`config.mk`:
```
export PLATFORM = sky130hd
export DESIGN_NAME = ctrl_decoder
export DESIGN_NICKNAME = d
export VERILOG_FILES = /design/src/rtl/ctrl_pkg.sv /design/src/rtl/ctrl_main_dec.sv /design/src/rtl/ctrl_alu_dec.sv /design/src/rtl/ctrl_decoder.sv
export SDC_FILE = /design/constraint.sdc
export NUM_CORES = 1
export LEC_CHECK = 0
export ABC_AREA = 1
export ABC_CLOCK_PERIOD_IN_PS = 1050
export BUFFER_PORTS_ARGS = -buffer_cell sky130_fd_sc_hd__buf_2
export CORE_AREA = 2 2 39 41
export DETAILED_ROUTE_END_ITERATION = 7
export DIE_AREA = 0 0 41 43
export GPL_TIMING_DRIVEN = 0
export MAX_ROUTING_LAYER = met4
export SLEW_MARGIN = 20
export SYNTH_ARGS = -nofsm -noshare
export SYNTH_HDL_FRONTEND = slang
export SYNTH_HIERARCHICAL = 1
export SYNTH_SLANG_ARGS = --single-unit
```
`constraint.sdc`:
```
create_clock -name vclk -period 1.05
set_input_delay 0.0525 -clock vclk [all_inputs]
set_output_delay 0.0525 -clock vclk [all_outputs]
set_load 0.05 [all_outputs]
```
`src/rtl/ctrl_pkg.sv`:
```
package ctrl_pkg;

  localparam int unsigned OP_W   = 6;
  localparam int unsigned FN_W   = 6;
  localparam int unsigned CLS_W  = 2;
  localparam int unsigned ALUC_W = 4;

  localparam logic [OP_W-1:0] OPC_RTYPE = 6'h00;
  localparam logic [OP_W-1:0] OPC_LW    = 6'h23;
  localparam logic [OP_W-1:0] OPC_SW    = 6'h2B;
  localparam logic [OP_W-1:0] OPC_BEQ   = 6'h04;
  localparam logic [OP_W-1:0] OPC_J     = 6'h02;

  localparam logic [FN_W-1:0] FN_ADD = 6'h20;
  localparam logic [FN_W-1:0] FN_SUB = 6'h22;
  localparam logic [FN_W-1:0] FN_AND = 6'h24;
  localparam logic [FN_W-1:0] FN_OR  = 6'h25;
  localparam logic [FN_W-1:0] FN_SLT = 6'h2A;

  typedef enum logic [CLS_W-1:0] {
    CLS_ADD   = 2'b00,
    CLS_SUB   = 2'b01,
    CLS_FUNCT = 2'b10,
    CLS_RSVD  = 2'b11
  } alu_cls_e;

  typedef enum logic [ALUC_W-1:0] {
    ALU_AND = 4'b0000,
    ALU_OR  = 4'b0001,
    ALU_ADD = 4'b0010,
    ALU_SUB = 4'b0110,
    ALU_SLT = 4'b0111,
    ALU_BAD = 4'b1111
  } alu_op_e;

  typedef struct packed {
    logic     dest_sel_rd;
    logic     rf_wr_en;
    logic     alu_src_imm;
    logic     mem_rd_en;
    logic     mem_wr_en;
    logic     wb_sel_mem;
    logic     branch;
    logic     jump;
    alu_cls_e alu_cls;
  } ctrl_t;

  localparam ctrl_t CTRL_NOP = '{
    dest_sel_rd: 1'b0, rf_wr_en: 1'b0, alu_src_imm: 1'b0, mem_rd_en: 1'b0,
    mem_wr_en: 1'b0, wb_sel_mem: 1'b0, branch: 1'b0, jump: 1'b0,
    alu_cls: CLS_ADD
  };

endpackage

```
`src/rtl/ctrl_main_dec.sv`:
```
module ctrl_main_dec
  import ctrl_pkg::*;
(
  input  logic [OP_W-1:0] opcode_i,
  output ctrl_t           ctrl_o,
  output logic            is_rtype_o
);

  always_comb begin
    ctrl_o     = CTRL_NOP;
    is_rtype_o = 1'b0;
    unique case (opcode_i)
      OPC_RTYPE: begin
        is_rtype_o         = 1'b1;
        ctrl_o.dest_sel_rd = 1'b1;
        ctrl_o.rf_wr_en    = 1'b1;
        ctrl_o.alu_cls     = CLS_FUNCT;
      end
      OPC_LW: begin
        ctrl_o.rf_wr_en    = 1'b1;
        ctrl_o.alu_src_imm = 1'b1;
        ctrl_o.mem_rd_en   = 1'b1;
        ctrl_o.wb_sel_mem  = 1'b1;
      end
      OPC_SW: begin
        ctrl_o.alu_src_imm = 1'b1;
        ctrl_o.mem_wr_en   = 1'b1;
      end
      OPC_BEQ: begin
        ctrl_o.branch  = 1'b1;
        ctrl_o.alu_cls = CLS_SUB;
      end
      OPC_J: begin
        ctrl_o.jump = 1'b1;
      end
      default: ctrl_o = CTRL_NOP;
    endcase
  end

  // at most one memory or flow action per instruction
  always_comb begin
    p_one_action_r8: assert ($onehot0({ctrl_o.mem_rd_en, ctrl_o.mem_wr_en,
                                       ctrl_o.branch, ctrl_o.jump}))
      else $error("more than one action for opcode %h", opcode_i);
  end

endmodule

```
`src/rtl/ctrl_alu_dec.sv`:
```
module ctrl_alu_dec
  import ctrl_pkg::*;
(
  input  alu_cls_e          alu_cls_i,
  input  logic [FN_W-1:0]   funct_i,
  output alu_op_e           alu_op_o,
  output logic              fn_ok_o
);

  alu_op_e fn_op;
  logic    fn_hit;

  always_comb begin
    fn_hit = 1'b1;
    unique case (funct_i)
      FN_ADD:  fn_op = ALU_ADD;
      FN_SUB:  fn_op = ALU_SUB;
      FN_AND:  fn_op = ALU_AND;
      FN_OR:   fn_op = ALU_OR;
      FN_SLT:  fn_op = ALU_SLT;
      default: begin
        fn_op  = ALU_BAD;
        fn_hit = 1'b0;
      end
    endcase
  end

  // function field only matters for the decode class
  always_comb begin
    fn_ok_o = 1'b1;
    unique case (alu_cls_i)
      CLS_ADD:   alu_op_o = ALU_ADD;
      CLS_SUB:   alu_op_o = ALU_SUB;
      CLS_FUNCT: begin
        alu_op_o = fn_op;
        fn_ok_o  = fn_hit;
      end
      default: begin
        alu_op_o = ALU_BAD;
        fn_ok_o  = 1'b0;
      end
    endcase
  end

  always_comb begin
    p_fixed_cls_r9: assert (alu_cls_i == CLS_FUNCT || alu_op_o != fn_op ||
                            fn_op == ALU_ADD || fn_op == ALU_SUB)
      else $error("function field leaked into fixed class");
  end

endmodule

```
`src/rtl/ctrl_decoder.sv`:
```
module ctrl_decoder
  import ctrl_pkg::*;
(
  input  logic [5:0] opcode_i,
  input  logic [5:0] funct_i,
  output logic       dest_sel_rd_o,
  output logic       rf_wr_en_o,
  output logic       alu_src_imm_o,
  output logic       mem_rd_en_o,
  output logic       mem_wr_en_o,
  output logic       wb_sel_mem_o,
  output logic       branch_o,
  output logic       jump_o,
  output logic [1:0] alu_class_o,
  output logic [3:0] alu_op_o
);

  ctrl_t   ctrl;
  logic    is_rtype;
  alu_op_e alu_op;
  logic    fn_ok;

  ctrl_main_dec u_main (
    .opcode_i   (opcode_i),
    .ctrl_o     (ctrl),
    .is_rtype_o (is_rtype)
  );

  ctrl_alu_dec u_alu (
    .alu_cls_i (ctrl.alu_cls),
    .funct_i   (funct_i),
    .alu_op_o  (alu_op),
    .fn_ok_o   (fn_ok)
  );

  // unknown function code must not reach architectural state
  assign rf_wr_en_o    = ctrl.rf_wr_en & fn_ok;
  assign mem_wr_en_o   = ctrl.mem_wr_en & fn_ok;
  assign dest_sel_rd_o = ctrl.dest_sel_rd;
  assign alu_src_imm_o = ctrl.alu_src_imm;
  assign mem_rd_en_o   = ctrl.mem_rd_en;
  assign wb_sel_mem_o  = ctrl.wb_sel_mem;
  assign branch_o      = ctrl.branch;
  assign jump_o        = ctrl.jump;
  assign alu_class_o   = ctrl.alu_cls;
  assign alu_op_o      = alu_op;

  always_comb begin
    p_rtype_dst_r1: assert (!dest_sel_rd_o || (alu_class_o == 2'b10 && !alu_src_imm_o))
      else $error("rd destination without function decode");
    p_bad_fn_r3: assert (!(is_rtype && alu_op_o == 4'b1111) || (!rf_wr_en_o && !mem_wr_en_o))
      else $error("write enabled on bad function code");
    p_imm_add_r4: assert (!alu_src_imm_o || alu_op_o == 4'b0010)
      else $error("immediate operand without add");
    p_store_no_wb_r5: assert (!mem_wr_en_o || (!rf_wr_en_o && !mem_rd_en_o))
      else $error("store also writes back");
    p_branch_sub_r6: assert (!branch_o || (alu_op_o == 4'b0110 && !rf_wr_en_o))
      else $error("branch without subtract");
    p_jump_quiet_r7: assert (!jump_o || (!rf_wr_en_o && !mem_wr_en_o))
      else $error("jump writes state");
  end

endmodule

```
==> results.rst <==
.. list-table::
   :header-rows: 1

   * - Metric
     - Value
   * - Status
     - complete, no violations
   * - Wire length per cell after detailed routing
     - around 8.0 µm
   * - Achievable clock frequency
     - approximately 1000 MHz
   * - Post-route clock period utilization
     - between 90% and 100%
   * - Switching power
     - slightly below 90 µW
   * - Remaining DRCs
     - 0
   * - Cell with the most instances after synthesis
     - sky130_fd_sc_hd__nand2_1
   * - # nets final
     - roughly 110
   * - IO Port Bufs
     - 26
   * - FFs & Latches
     - 0
   * - GRT overflow
     - 0
   * - Final-report max-slew violation count
     - 0
   * - Actual transition at the worst max-transition pin
     - ~0.25 ns
   * - Antenna-violating nets left
     - 0
   * - Filler instances
     - between 100 and 150
   * - Relative slew slack
     - approximately 84%
   * - Top-level port count
     - 26
   * - Ratio of cells with drive above 1 in the final layout
     - between 60% and 70%
   * - Cell area after technology mapping
     - 287 µm²
   * - Post-synth top cells
     - 16 x sky130_fd_sc_hd__nand2_1, 15 x sky130_fd_sc_hd__inv_1, 13 x sky130_fd_sc_hd__nor2_1
   * - Initial core utilization
     - 20.7%
   * - Cell Chain, Critical Path
     - buf_6 > nor2_4 > nand3_4 > clkinvlp_4 > inv_2 > nor2_1 > nand2_1 > nand2_2 > buf_8
   * - Maximum number of pins on one net before global-route repair
     - 7
   * - Final count of hold timing violations
     - 0
   * - Leading post-synthesis cells by cell area
     - sky130_fd_sc_hd__nand2_1 21%, sky130_fd_sc_hd__inv_1 20%, sky130_fd_sc_hd__nor2_1 17%, sky130_fd_sc_hd__nand3_1 10%, sky130_fd_sc_hd__buf_4 7.9%
   * - Accumulated negative setup slack
     - 0 ns
   * - Critical-path cell with the highest stage delay
     - sky130_fd_sc_hd__nor2_4
   * - Design internal power
     - between 60 and 70 µW
   * - Maximum single-stage delay on the critical path
     - 0.15 ns
   * - Sort of element at the start of the critical path
     - input port
   * - DPL Wire Length
     - 648 µm
   * - Switching part of the total power
     - approximately 60%
   * - Routability congestion estimate
     - slightly above 0.7
   * - Number of placed instances with taps included
     - 105
   * - Iter 0 DRT Violations
     - 5
   * - Crit Path Max Fanout
     - 6
   * - Max Cap Viol
     - 0
   * - Library cell occupying the most area in the post-synthesis netlist
     - sky130_fd_sc_hd__nand2_1
   * - Critical Path AT
     - around 0.94 ns
   * - Combinational fraction of design power
     - 100.0%
   * - Number of cells produced by synthesis
     - 63
   * - Vias
     - around 450
   * - Area growth from synthesis to layout
     - 110%
   * - Final Total Pwr
     - roughly 150 µW
   * - Core Footprint
     - around 0.0014 mm²
   * - Setup Slack @ Placement
     - -0.0921 ns
   * - Synth Warn #
     - 6
   * - Area of combinational cells with multiple inputs
     - roughly 280 µm²
   * - Max rail drop VDD
     - between 0.1 and 0.15 mV
   * - Final setup violation count
     - 0
   * - Crit path capture type
     - output port
   * - Total Die Area
     - between 0.0015 and 0.002 mm²
   * - Leak Pwr
     - about 0.00036 µW
   * - Placement Rows
     - 14
   * - Iteration count of the initial detailed-routing pass
     - 2
   * - Clock Power Share
     - 0%
   * - Time the worst path needs with I/O delays and setup
     - around 1.0 ns
   * - Non-filler cells, final
     - about 110
   * - Routed Wire Length
     - roughly 870 µm
   * - Crit Path Category
     - input port to output port
   * - Sequential element share of the synthesized area
     - 0%
   * - Number of vias per cell after detailed routing
     - between 4 and 5
   * - Global routing usage summed across all routing layers
     - 8.80%
   * - Number of antenna violations at the first check in global routing
     - 0
   * - Smallest setup slack after layout
     - roughly 0.054 ns
   * - Die height
     - about 43 µm
   * - First-pass GRT wire length
     - 1.15 mm
   * - End-of-flow core utilization
     - 43.4%
   * - Worst hold path type
     - input port to output port
   * - Fraction of power consumed by sequential logic
     - 0%
   * - Buf+Inv Stages, Crit Path
     - 4
   * - Width of the die
     - between 40 and 50 µm
   * - Avg Synthesized Cell Area
     - 4.55 µm²
   * - Synth Net Count
     - 75
   * - Number of clock buffers in the layout
     - 0
   * - Diode insertion count for antenna repair
     - 0
   * - Cell type group with the largest total delay on the critical path
     - simple AND/OR/NAND/NOR gates
   * - Area fraction of the dominant cell type after synthesis
     - 21.0%
   * - Sequential cell area
     - 0 µm²
   * - Number of global-route vias before repair
     - between 300 and 400
   * - Worst EP required
     - 1.00 ns
   * - P per Cell Area
     - 248 mW/mm²
   * - Number of different library cells in the post-synthesis netlist
     - 12
## tightest hold or removal path, cell delays in order
cell                     delay (ns)
sky130_fd_sc_hd__buf_6         0.09
sky130_fd_sc_hd__nor2_1        0.04
sky130_fd_sc_hd__buf_2         0.20
## per-stage QoR
| stage | hold slack [ns] | area (µm²) |
|---|---|---|
| after global placement | 0.467 | 470 |
| final | 0.437 | 601 |
| after global routing | 0.454 | 601 |
| after detailed placement | 0.466 | 470 |
| after floorplan | 0.270 | 320 |
| after CTS | 0.487 | 502 |
## timing repair
action,CTS,global route
pin swaps,1,12
hold buffers,0,0
endpoints found under the setup margin,4,4
setup buffers,1,3
gates resized for setup,7,23
## final cells by class
| cell class | instances | area share (%) |
|---|---|---|
| multi-input combinational | 43 | 46.7 |
| tap | 16 | 3.33 |
| buffer | 3 | 3.75 |
| inverter | 17 | 11.3 |
| timing repair buffer | 30 | 35.0 |
## logic make-up (layout without fill, tap and decap cells)
group                  after synthesis  count (layout)  share of synthesized area, %
AOI/OAI and AO/OA                    1               1                          3.06
and+or+nand+nor                     42              42                          66.8
buffers and inverters               20              50                          30.1
## metal layers
| layer | wire length [µm] | up-vias | GRT usage [%] |
|---|---|---|---|
| met5 | 0 | - | - |
| met4 | 0 | 0 | 0 |
| met3 | 73 | 0 | 0 |
| met2 | 459 | 18 | 16.3 |
| met1 | 337 | 190 | 10.8 |
| li1 | - | 243 | - |
## power groups by stage
stage / sequential (µW) / combinational, µW / clock, µW
after detailed placement: 0 / 116 / 0
after floorplan: 0 / 70.3 / 0
after global routing: 0 / 163 / 0
final: 0 / 149 / 0
after CTS: 0 / 123 / 0
after global placement: 0 / 114 / 0
## final timing paths
kind	depth (start not counted)	slack, ns	to	start
worst max-delay path	9	0.05	alu_op_o[0]	opcode_i[4]
worst min-delay path	3	0.44	alu_src_imm_o	opcode_i[2]
## cell usage in the layout, fill, tap and decap left out
cell,n
sky130_fd_sc_hd__buf_2,18
sky130_fd_sc_hd__nand2_1,12
sky130_fd_sc_hd__inv_1,10
sky130_fd_sc_hd__buf_4,8
sky130_fd_sc_hd__nor2_1,8
sky130_fd_sc_hd__inv_2,6
sky130_fd_sc_hd__buf_6,6
sky130_fd_sc_hd__nor2_4,6
sky130_fd_sc_hd__nand2_2,4
sky130_fd_sc_hd__nand3_2,4
sky130_fd_sc_hd__nand3_1,3
sky130_fd_sc_hd__buf_8,1
sky130_fd_sc_hd__nand3b_1,1
sky130_fd_sc_hd__o2111ai_1,1
sky130_fd_sc_hd__nor2_2,1
sky130_fd_sc_hd__nand2_4,1
sky130_fd_sc_hd__nand3_4,1
sky130_fd_sc_hd__clkinvlp_4,1
sky130_fd_sc_hd__or2_0,1
Power figures use the tool's default switching activity.
